File: src/rtl/ahb_dur_pkg.sv
package ahb_dur_pkg;

  typedef enum logic [1:0] {
    TR_IDLE = 2'b00,
    TR_BUSY = 2'b01,
    TR_NSEQ = 2'b10,
    TR_SEQ  = 2'b11
  } htrans_e;

  // bus-wide event slots
  localparam int GLB_EVENTS = 3;
  localparam int GI_WR      = 0;
  localparam int GI_RD      = 1;
  localparam int GI_IDLE    = 2;

  // per-master event slots, offset GLB_EVENTS + PER_MST * m
  localparam int PER_MST = 4;
  localparam int PM_GNT  = 0;
  localparam int PM_OWN  = 1;
  localparam int PM_WR   = 2;
  localparam int PM_RD   = 3;

endpackage

File: src/rtl/ahb_dur_decode.sv
module ahb_dur_decode
  import ahb_dur_pkg::*;
#(
  parameter int NM  = 4,
  parameter int MW  = 2,
  parameter int NEV = GLB_EVENTS + PER_MST * NM
) (
  input  logic          clk,
  input  logic          rst_n,
  input  logic          run_i,
  input  logic          hwrite_i,
  input  logic          hready_i,
  input  logic [1:0]    htrans_i,
  input  logic [NM-1:0] hgrant_i,
  input  logic [MW-1:0] hmaster_i,
  output logic [NEV-1:0] ev_o
);

  logic [MW-1:0] owner_q, owner_d;
  logic          own_vld_q, own_vld_d;
  logic          xfer;
  logic [NM-1:0] own_vec;

  // next-state: data-phase owner follows hmaster whenever the bus is ready
  always_comb begin
    owner_d   = owner_q;
    own_vld_d = own_vld_q;
    if (run_i && hready_i) begin
      owner_d   = hmaster_i;
      own_vld_d = 1'b1;
    end
  end

  always_ff @(posedge clk or negedge rst_n) begin
    if (!rst_n) begin
      owner_q   <= '0;
      own_vld_q <= 1'b0;
    end else begin
      owner_q   <= owner_d;
      own_vld_q <= own_vld_d;
    end
  end

  always_comb begin
    xfer = hready_i &&
           (htrans_e'(htrans_i) == TR_NSEQ || htrans_e'(htrans_i) == TR_SEQ);
    for (int m = 0; m < NM; m++) begin
      own_vec[m] = own_vld_q && (owner_q == MW'(m));
    end
    ev_o          = '0;
    ev_o[GI_WR]   = xfer && hwrite_i;
    ev_o[GI_RD]   = xfer && !hwrite_i;
    ev_o[GI_IDLE] = (hgrant_i == '0);
    for (int m = 0; m < NM; m++) begin
      ev_o[GLB_EVENTS + PER_MST*m + PM_GNT] = hgrant_i[m];
      ev_o[GLB_EVENTS + PER_MST*m + PM_OWN] = own_vec[m];
      ev_o[GLB_EVENTS + PER_MST*m + PM_WR]  = own_vec[m] && xfer && hwrite_i;
      ev_o[GLB_EVENTS + PER_MST*m + PM_RD]  = own_vec[m] && xfer && !hwrite_i;
    end
  end

  // a clock is never both a write and a read data cycle
  p_rw_excl_r2: assert property (@(posedge clk) disable iff (!rst_n)
    !(ev_o[GI_WR] && ev_o[GI_RD]));

  // at most one master owns the data phase
  p_own_onehot_r5: assert property (@(posedge clk) disable iff (!rst_n)
    $onehot0(own_vec));

  // owner is held through wait states
  p_owner_hold_r5: assert property (@(posedge clk) disable iff (!rst_n)
    !hready_i |=> $stable(owner_q));

  // a granted cycle is never idle
  p_overhead_r3: assert property (@(posedge clk) disable iff (!rst_n)
    (|hgrant_i) |-> !ev_o[GI_IDLE]);

  for (genvar m = 0; m < NM; m++) begin : g_chk
    // data credited only to the master owning the data phase
    p_credit_owner_r6: assert property (@(posedge clk) disable iff (!rst_n)
      (ev_o[GLB_EVENTS + PER_MST*m + PM_WR] || ev_o[GLB_EVENTS + PER_MST*m + PM_RD])
        |-> ev_o[GLB_EVENTS + PER_MST*m + PM_OWN]);
  end

endmodule

File: src/rtl/ahb_dur_counter.sv
module ahb_dur_counter #(
  parameter int CW = 32
) (
  input  logic          clk,
  input  logic          rst_n,
  input  logic          clr_i,
  input  logic          inc_i,
  output logic [CW-1:0] cnt_o,
  output logic          ovf_o
);

  logic [CW-1:0] cnt_q, cnt_d;
  logic          ovf_q, ovf_d;

  always_comb begin
    cnt_d = cnt_q;
    ovf_d = ovf_q;
    if (clr_i) begin
      cnt_d = '0;
      ovf_d = 1'b0;
    end else if (inc_i) begin
      cnt_d = cnt_q + 1'b1;
      if (&cnt_q) ovf_d = 1'b1;
    end
  end

  always_ff @(posedge clk or negedge rst_n) begin
    if (!rst_n) begin
      cnt_q <= '0;
      ovf_q <= 1'b0;
    end else begin
      cnt_q <= cnt_d;
      ovf_q <= ovf_d;
    end
  end

  assign cnt_o = cnt_q;
  assign ovf_o = ovf_q;

  // clear empties counter and flag
  p_clr_zero_r8: assert property (@(posedge clk) disable iff (!rst_n)
    clr_i |=> (cnt_o == '0) && !ovf_o);

  // no increment, no change
  p_hold_r7: assert property (@(posedge clk) disable iff (!rst_n)
    (!clr_i && !inc_i) |=> $stable(cnt_o) && $stable(ovf_o));

  // increment from all-ones wraps and flags
  p_wrap_r9: assert property (@(posedge clk) disable iff (!rst_n)
    (!clr_i && inc_i && (&cnt_o)) |=> (cnt_o == '0) && ovf_o);

  // overflow flag is sticky
  p_ovf_sticky_r9: assert property (@(posedge clk) disable iff (!rst_n)
    (ovf_o && !clr_i) |=> ovf_o);

endmodule

File: src/rtl/ahb_dur_mon.sv
module ahb_dur_mon
  import ahb_dur_pkg::*;
#(
  parameter int NM    = 4,
  parameter int CNT_W = 32,
  localparam int MW   = (NM > 1) ? $clog2(NM) : 1,
  localparam int NEV  = GLB_EVENTS + PER_MST * NM,
  localparam int IW   = $clog2(NEV)
) (
  input  logic             clk,
  input  logic             rst_n,
  input  logic             hwrite,
  input  logic             hready,
  input  logic [1:0]       htrans,
  input  logic [NM-1:0]    hgrant,
  input  logic [MW-1:0]    hmaster,
  input  logic             cnt_en,
  input  logic             cnt_clr,
  input  logic [IW-1:0]    rd_idx,
  output logic [CNT_W-1:0] rd_data,
  output logic             rd_ovf
);

  logic                 run_q;
  logic [NEV-1:0]       ev;
  logic [NEV-1:0]       inc;
  logic                 clr;
  logic [CNT_W-1:0]     cnt_a [NEV];
  logic [NEV-1:0]       ovf_a;
  logic [CNT_W-1:0]     rd_data_d;
  logic                 rd_ovf_d;

  // first edge after reset release only arms the block
  always_ff @(posedge clk or negedge rst_n) begin
    if (!rst_n) run_q <= 1'b0;
    else        run_q <= 1'b1;
  end

  ahb_dur_decode #(.NM(NM), .MW(MW), .NEV(NEV)) u_dec (
    .clk       (clk),
    .rst_n     (rst_n),
    .run_i     (run_q),
    .hwrite_i  (hwrite),
    .hready_i  (hready),
    .htrans_i  (htrans),
    .hgrant_i  (hgrant),
    .hmaster_i (hmaster),
    .ev_o      (ev)
  );

  assign inc = (run_q && cnt_en) ? ev : '0;
  assign clr = run_q && cnt_clr;

  for (genvar i = 0; i < NEV; i++) begin : g_ctr
    ahb_dur_counter #(.CW(CNT_W)) u_ctr (
      .clk   (clk),
      .rst_n (rst_n),
      .clr_i (clr),
      .inc_i (inc[i]),
      .cnt_o (cnt_a[i]),
      .ovf_o (ovf_a[i])
    );
  end

  always_comb begin
    rd_data_d = '0;
    rd_ovf_d  = 1'b0;
    for (int i = 0; i < NEV; i++) begin
      if (rd_idx == IW'(i)) begin
        rd_data_d = cnt_a[i];
        rd_ovf_d  = ovf_a[i];
      end
    end
  end

  always_ff @(posedge clk or negedge rst_n) begin
    if (!rst_n) begin
      rd_data <= '0;
      rd_ovf  <= 1'b0;
    end else begin
      rd_data <= rd_data_d;
      rd_ovf  <= rd_ovf_d;
    end
  end

  // nothing counted on the arming edge
  p_arm_quiet_r10: assert property (@(posedge clk) disable iff (!rst_n)
    $rose(run_q) |-> (ovf_a == '0) && (cnt_a[GI_IDLE] == '0) && (cnt_a[GI_WR] == '0));

  // out-of-range index reads zero
  p_rd_oor_r11: assert property (@(posedge clk) disable iff (!rst_n)
    (rd_idx >= IW'(NEV)) |=> (rd_data == '0) && !rd_ovf);

endmodule

File: config.mk
export PLATFORM = sky130hd
export DESIGN_NAME = ahb_dur_mon
export DESIGN_NICKNAME = d
export VERILOG_FILES = /design/src/rtl/ahb_dur_pkg.sv /design/src/rtl/ahb_dur_decode.sv /design/src/rtl/ahb_dur_counter.sv /design/src/rtl/ahb_dur_mon.sv
export SDC_FILE = /design/constraint.sdc
export NUM_CORES = 2
export LEC_CHECK = 0
export BUFFER_PORTS_ARGS = -buffer_cell sky130_fd_sc_hd__buf_2
export CORE_ASPECT_RATIO = 1.2
export CORE_UTILIZATION = 49
export DETAILED_ROUTE_END_ITERATION = 8
export SLEW_MARGIN = 0
export SYNTH_ARGS = -nofsm -noshare
export SYNTH_HDL_FRONTEND = slang
export SYNTH_SLANG_ARGS = --single-unit
File: constraint.sdc
create_clock -name clk -period 2.9 [get_ports clk]
set_input_delay 0.58 -clock clk [delete_from_list [all_inputs] [get_ports clk]]
set_output_delay 0.58 -clock clk [all_outputs]
set_load 0.05 [all_outputs]
### Word level (Yosys, flattened, before mapping)

Cells that the tools add are included.

| storage, ports and cells | value |
|---|---|
| logic and storage cells | 322 |
| output and inout port bits | 33 |
| flip-flop bits (word level) | 664 |
| bits of input ports | 19 |

| operators by class | value |
|---|---|
| muxes and demuxes | 134 |
| $add $sub $neg | 19 |
| equality and inequality tests | 23 |
| reductions and logical operators | 103 |

Operator list:

| kind | number |
|---|---|
| 32-bit 2-to-1 mux | 57 |
| 32-bit by 1-bit adder with 32-bit output, second input constant | 19 |
| 32-bit AND reduction | 19 |
| 1-bit 2-to-1 mux | 76 |
| 2-bit nonzero test | 38 |
| 5-bit by 4-bit == test with 1-bit output, second input constant | 8 |
| 2-bit AND reduction | 19 |
| 1-bit logical AND | 22 |
| 5-bit by 3-bit == test with 1-bit output, second input constant | 4 |
| 19-bit 2-to-1 mux | 1 |
| 5-bit == test, second input constant | 3 |
| 5-bit by 2-bit == test with 1-bit output, second input constant | 2 |
| 2-bit == test, second input constant | 4 |
| 5-bit by 1-bit == test with 1-bit output, second input constant | 1 |
| 5-bit zero test | 1 |
| 4-bit zero test | 1 |
| 2-bit by 1-bit == test with 1-bit output, second input constant | 1 |
| 2-bit zero test | 1 |
| 1-bit zero test | 1 |
| 1-bit logical OR | 1 |

### Depth between registers and ports, before layout

| depth | value |
|---|---|
| depth in word-level cells | 20 |
| gate-level depth with buffers | 10 |

### Cells and area by module

From an unflattened synthesis, not the netlist that was laid out.

| unflattened totals | value |
|---|---|
| cells, all modules | 4566 |
| area total of the unflattened synthesis | 40386.2 µm² |

By module, submodules not included:

| module | cells each | area an instance (µm²) | times used |
|---|---|---|---|
| ahb_dur_counter | 189 | 1760.4 | 19 |
| ahb_dur_mon | 940 | 6666.4 | 1 |
| ahb_dur_decode | 35 | 271.5 | 1 |

### Worst setup path after synthesis

Ideal clock, no wire load.

| timing path | value |
|---|---|
| path kind | input-to-reg |
| start | in hgrant[1] |
| end | reg g_ctr[2].u_ctr.cnt_q[27] |
| stages on the path | 6 |
| arrival | 2272 ps |
| slack | 550 ps |
| cell sequence | or4_4 -> or2_4 -> a211oi_4 -> nand3_2 -> or3_1 -> a21oi_1 |

| between the ends | value |
|---|---|
| cells in the longest elaborated chain, start to end | 3 |

Ends and longest elaborated chain:

| what | line | RTL |
|---|---|---|
| start: declaration | ahb_dur_mon.sv:15 | `input logic [NM-1:0] hgrant,` |
| 4-bit zero test | ahb_dur_decode.sv:53 | `ev_o[GI_IDLE] = (hgrant_i == '0);` |
| 19-bit 2-to-1 mux | ahb_dur_mon.sv:51 | `assign inc = (run_q && cnt_en) ? ev : '0;` |
| 2-bit nonzero test (no source line) | n/a |  |
| end signal: assignment | ahb_dur_counter.sv:32 | `cnt_q <= cnt_d;` |
| end: declaration | ahb_dur_counter.sv:12 | `logic [CW-1:0] cnt_q, cnt_d;` |

Every way passes these cells.
A chain may end at the register's enable or synchronous reset.

### Worst setup path after layout

| timing path | value |
|---|---|
| start | reg g_ctr[15].u_ctr.cnt_q[5] |
| end | reg g_ctr[15].u_ctr.cnt_q[25] |

| between the ends | value |
|---|---|
| cells in the longest elaborated chain, start to end | 3 |

Ends and longest elaborated chain:

| what | line | RTL |
|---|---|---|
| start: declaration | ahb_dur_counter.sv:12 |  |
| start signal: assignment | ahb_dur_counter.sv:32 |  |
| 32-bit by 1-bit adder with 32-bit output | ahb_dur_counter.sv:22 | `cnt_d = cnt_q + 1'b1;` |
| 32-bit 2-to-1 mux | ahb_dur_counter.sv:21 | `end else if (inc_i) begin` |
| 32-bit 2-to-1 mux | ahb_dur_counter.sv:18 | `if (clr_i) begin` |

Every way passes these cells. The select of a mux whose other input is x is not followed.

==> results.toml <==
[outcome]
outcome = "completed"

[sta]
fin_crit_sh_pct = 92.6
period_needed_ps = 2680
fin_skew_ps = 30.1
tightestPinTransition_ps = 961
whs_ps = 182
hold_violations = 0
finalSetupViolCount = 0
slew_viol_final = 0
fmaxAchievable_mhz = 372
rsz0062_at_grt = "no"
relSlewSlack_pct = 35.7

[global_route]
grt_pass1_wl_um = 215000
grt-ovfl-total = 0
grt_use_total_pct = 38.0
antenna_found_initial = 2
grt_max_degree = 77
first_global_vias = 33300

[logic_synthesis]
synth_xor_area_share_pct = 11.5
synth_fa_ha_area_share_pct = 0.641
synth_cell_type_count = 91
yosys.area_share.simple_pct = 26.1
mappedNetlistArea_um2 = 37100
synth_edf_count = 0
synthFlopType = "dfrtp_1"
syn-num-nets = 4199
ys_seq_area_share_pct = 44.8
yosys-mux-area-fraction_pct = 1.05
ys_seq_elements = 664
synthArstFlopShare_pct = 100
avgSynthCellArea_um2 = 8.92
synth-compound-area-share_pct = 12.8
yosysWarnings = 0
synth_cells = 4161
synth_top_family_by_area = "simple AND/OR/NAND/NOR gates"

[worst_setup_path]
cp_slowest_stage_delay_ps = 870
cp_max_fo = 6
worstSetupPathDepth = 5
worst_setup_path_end_kind = "flip-flop"
worstSetupEndpoint = "g_ctr[15].u_ctr.cnt_o[25]"
worstSetupStartpointType = "flip-flop"
critical_path.cell_chain = "and4_1, nand4_1, or4_1, or3_1, a21oi_1"
ff2ff_setup_slack_ps = 220
critical-path-top-delay-family = "simple AND/OR/NAND/NOR gates"
rr_worst_depth = 5
r2r_start = "g_ctr[15].u_ctr.cnt_o[5]"
path_class = "flip-flop to flip-flop"
cp_data_required_time_ps = 3450
rr_endpoint = "g_ctr[15].u_ctr.cnt_o[25]"
arrival_ps = 3240
crit_buf_inv = 0
slowest_stage = "or4_1"
startpoint = "g_ctr[15].u_ctr.cnt_o[5]"

[clock_tree]
clk_latency_ps = 640
cts.clk_slew.worst_paths_ps = 60
numCtsBuffers = 74
clkSinkCount = 664
root_buffer = "clkbuf_16"
holdBufCountCts = 1
clock_path_buffers = 3
tritoncts = "yes"
cts_setup_buffers = 0
htreeDepth = 3
cts_resized = 0

[cells_and_area]
drive_above_1_share_pct = 12.7
fillCellCount = 6890
syn2layout_area_growth_pct = 16.6
layout.cells.non_filler = 5481
finalNetCount = 4458
diodes = 0

[drt]
via_count = 34300
wl_met3_um = 10000
wl_met2_um = 68500
post_drt_wl_per_cell_um = 26.3
drcViolationCount = 0
ant_nets = 0
routed.top_layer = "met5"
drt_iter0_drc = 3333
postRouteWirelength_um = 144000
drtPass1Iterations = 7
viasPerCell = 6.26
wl_met1_um = 52700

[pwr]
power.switching_mw = 5.34
clockPowerShare_pct = 46.4
internal-power_mw = 15.7
power.share.switching_pct = 25.4
p_leak_nw = 18.6
power_frac_seq_pct = 45.3
combPwrFrac_pct = 8.3
power_density_nw_per_um2 = 486
ir_drop_v = 0.000353

[placed_design]
hpwl_um = 111000
io_buffers = 50
gp_congestion = 0.997
place_inst = 5351

[flow_run]
cap_violations = 0

[floorplan]
num_io_pins = 52
rows = 110
die_h_um = 303
fp.dieW_um = 253
initial_utilization_pct = 49.5
coreArea_um2 = 75000
dieArea_um2 = 76800

[hold_path]
min-delay-path-class = "input port to flip-flop"
layout by cell type (no fill, tap or decap), types with 11 or more instances in the layout:
master     Yosys  final
a211oi_1      12     12
a21o_1        13     13
a21oi_1      182    182
a222oi_1      14     14
a22o_1        22     22
a22oi_1       69     69
a31oi_1       33     33
and2_1        39     39
and3_1        71     71
and4_1        69     69
buf_12         0     35
buf_2         47     48
buf_4          0    304
clkbuf_1     145     20
clkbuf_16      0     77
clkbuf_8       0     18
dfrtp_1      664    664
ha_1          19     19
inv_1         85     85
mux2i_1       32     32
nand2_1      338    338
nand2b_1      20     20
nand3_1      232    232
nand3b_1      11     11
nand4_1      164    164
nor2_1       667    665
nor2b_1       22     22
nor3_1       104    102
nor4_1        28     28
nor4_2        14     14
o211ai_1      17     17
o21ai_0      169    169
o221ai_1      22     22
o22ai_1       64     64
o2bb2ai_1     15     15
or3_1         87     87
xnor2_1      185    185
xor2_1       302    302
state kept, by name, summed over array words and instances (netlist names):
name / cells
g_ctr.u_ctr.cnt_o: 608
g_ctr.u_ctr.ovf_o: 19
rd_data: 32
rd_ovf: 1
run_q: 1
u_dec.own_vld_q: 1
u_dec.owner_q: 2
metal layers:
metal,vias to the layer above,global-route usage [%]
li1,15300,-
met1,17000,44.3
met2,1523,62.9
met3,478,6.00
met4,4,29.6
met5,-,0
Yosys cell counts, types with 33 or more instances:
| cell | instances | area, µm² |
|---|---|---|
| a21oi_1 | 182 | 911 |
| or3_1 | 87 | 544 |
| xor2_1 | 302 | 2650 |
| a31oi_1 | 33 | 206 |
| and2_1 | 39 | 244 |
| inv_1 | 85 | 319 |
| o22ai_1 | 64 | 400 |
| nor3_1 | 104 | 521 |
| nand3_1 | 232 | 1160 |
| xnor2_1 | 185 | 1620 |
| and4_1 | 69 | 604 |
| buf_2 | 47 | 235 |
| nand2_1 | 338 | 1270 |
| nor2_1 | 667 | 2500 |
| and3_1 | 71 | 444 |
| o21ai_0 | 169 | 846 |
| dfrtp_1 | 664 | 16600 |
| nand4_1 | 164 | 1030 |
| clkbuf_1 | 145 | 544 |
| a22oi_1 | 69 | 518 |
cell families (layout without fill, tap and decap cells):
| family | after synthesis | after routing |
|---|---|---|
| AO/OA/AOI/OAI | 731 | 731 |
| XOR/XNOR | 487 | 487 |
| adder cells (fa/ha/maj) | 19 | 19 |
| buffers and inverters | 293 | 605 |
| flip-flops | 664 | 664 |
| multiplexers | 37 | 37 |
| other | 1 | 1 |
| AND/OR/NAND/NOR | 1929 | 1929 |
layout make-up:
| type | instances | area [µm²] | share of cell area [%] |
|---|---|---|---|
| Sequential cell | 664 | 16600 | 38.4 |
| Multi-Input combinational cell | 3204 | 19300 | 44.7 |
| Tap cell | 1008 | 1260 | 2.92 |
| Clock inverter | 14 | 205 | 0.474 |
| Timing Repair Buffer | 389 | 3250 | 7.51 |
| Inverter | 87 | 327 | 0.755 |
| Clock buffer | 115 | 2250 | 5.20 |
power by group through the flow:
stage | clock network [mW] | logic [mW] | registers [mW]
after CTS | 9.87 | 1.73 | 9.51
final | 9.74 | 1.75 | 9.51
after global routing | 10.2 | 1.86 | 9.52
after floorplan | 0 | 0.692 | 9.74
after global placement | 0 | 1.71 | 9.68
after detailed placement | 0 | 1.72 | 9.68
stage by stage:
step	util [%]	cell area (µm²)	total power [mW]	TNS, ps	setup WS (ps)
after floorplan	-	37100	10.4	0	550
after global placement	54.4	40800	11.4	-438	-117
after detailed placement	54.4	40800	11.4	-424	-155
after CTS	57.7	43200	21.1	0	331
after global routing	57.7	43200	21.6	0	152
final	57.7	43200	21.0	0	215
worst min path at each step:
stage                          from                      end  slack (ps)  cells after the start
2_1_floorplan                 rst_n  g_ctr[0].u_ctr.cnt_o[0]         280                      0
3_5_place_dp   g_ctr[4].u_ctr.ovf_o     g_ctr[4].u_ctr.ovf_o         490                      2
4_1_cts                  hmaster[0]         u_dec.owner_q[0]         150                      2
5_1_grt                  hmaster[1]         u_dec.owner_q[1]         170                      2
6_report                 hmaster[0]         u_dec.owner_q[0]         180                      2
3_3_place_gp   g_ctr[2].u_ctr.ovf_o     g_ctr[2].u_ctr.ovf_o         470                      1
worst reg2reg max path, cell delays in order (launching register included):
cell and delay (ps):
dfrtp_1 450, and4_1 310, nand4_1 440, or4_1 870, or3_1 390, a21oi_1 150
Note: power is estimated with default switching activity, not from simulation.
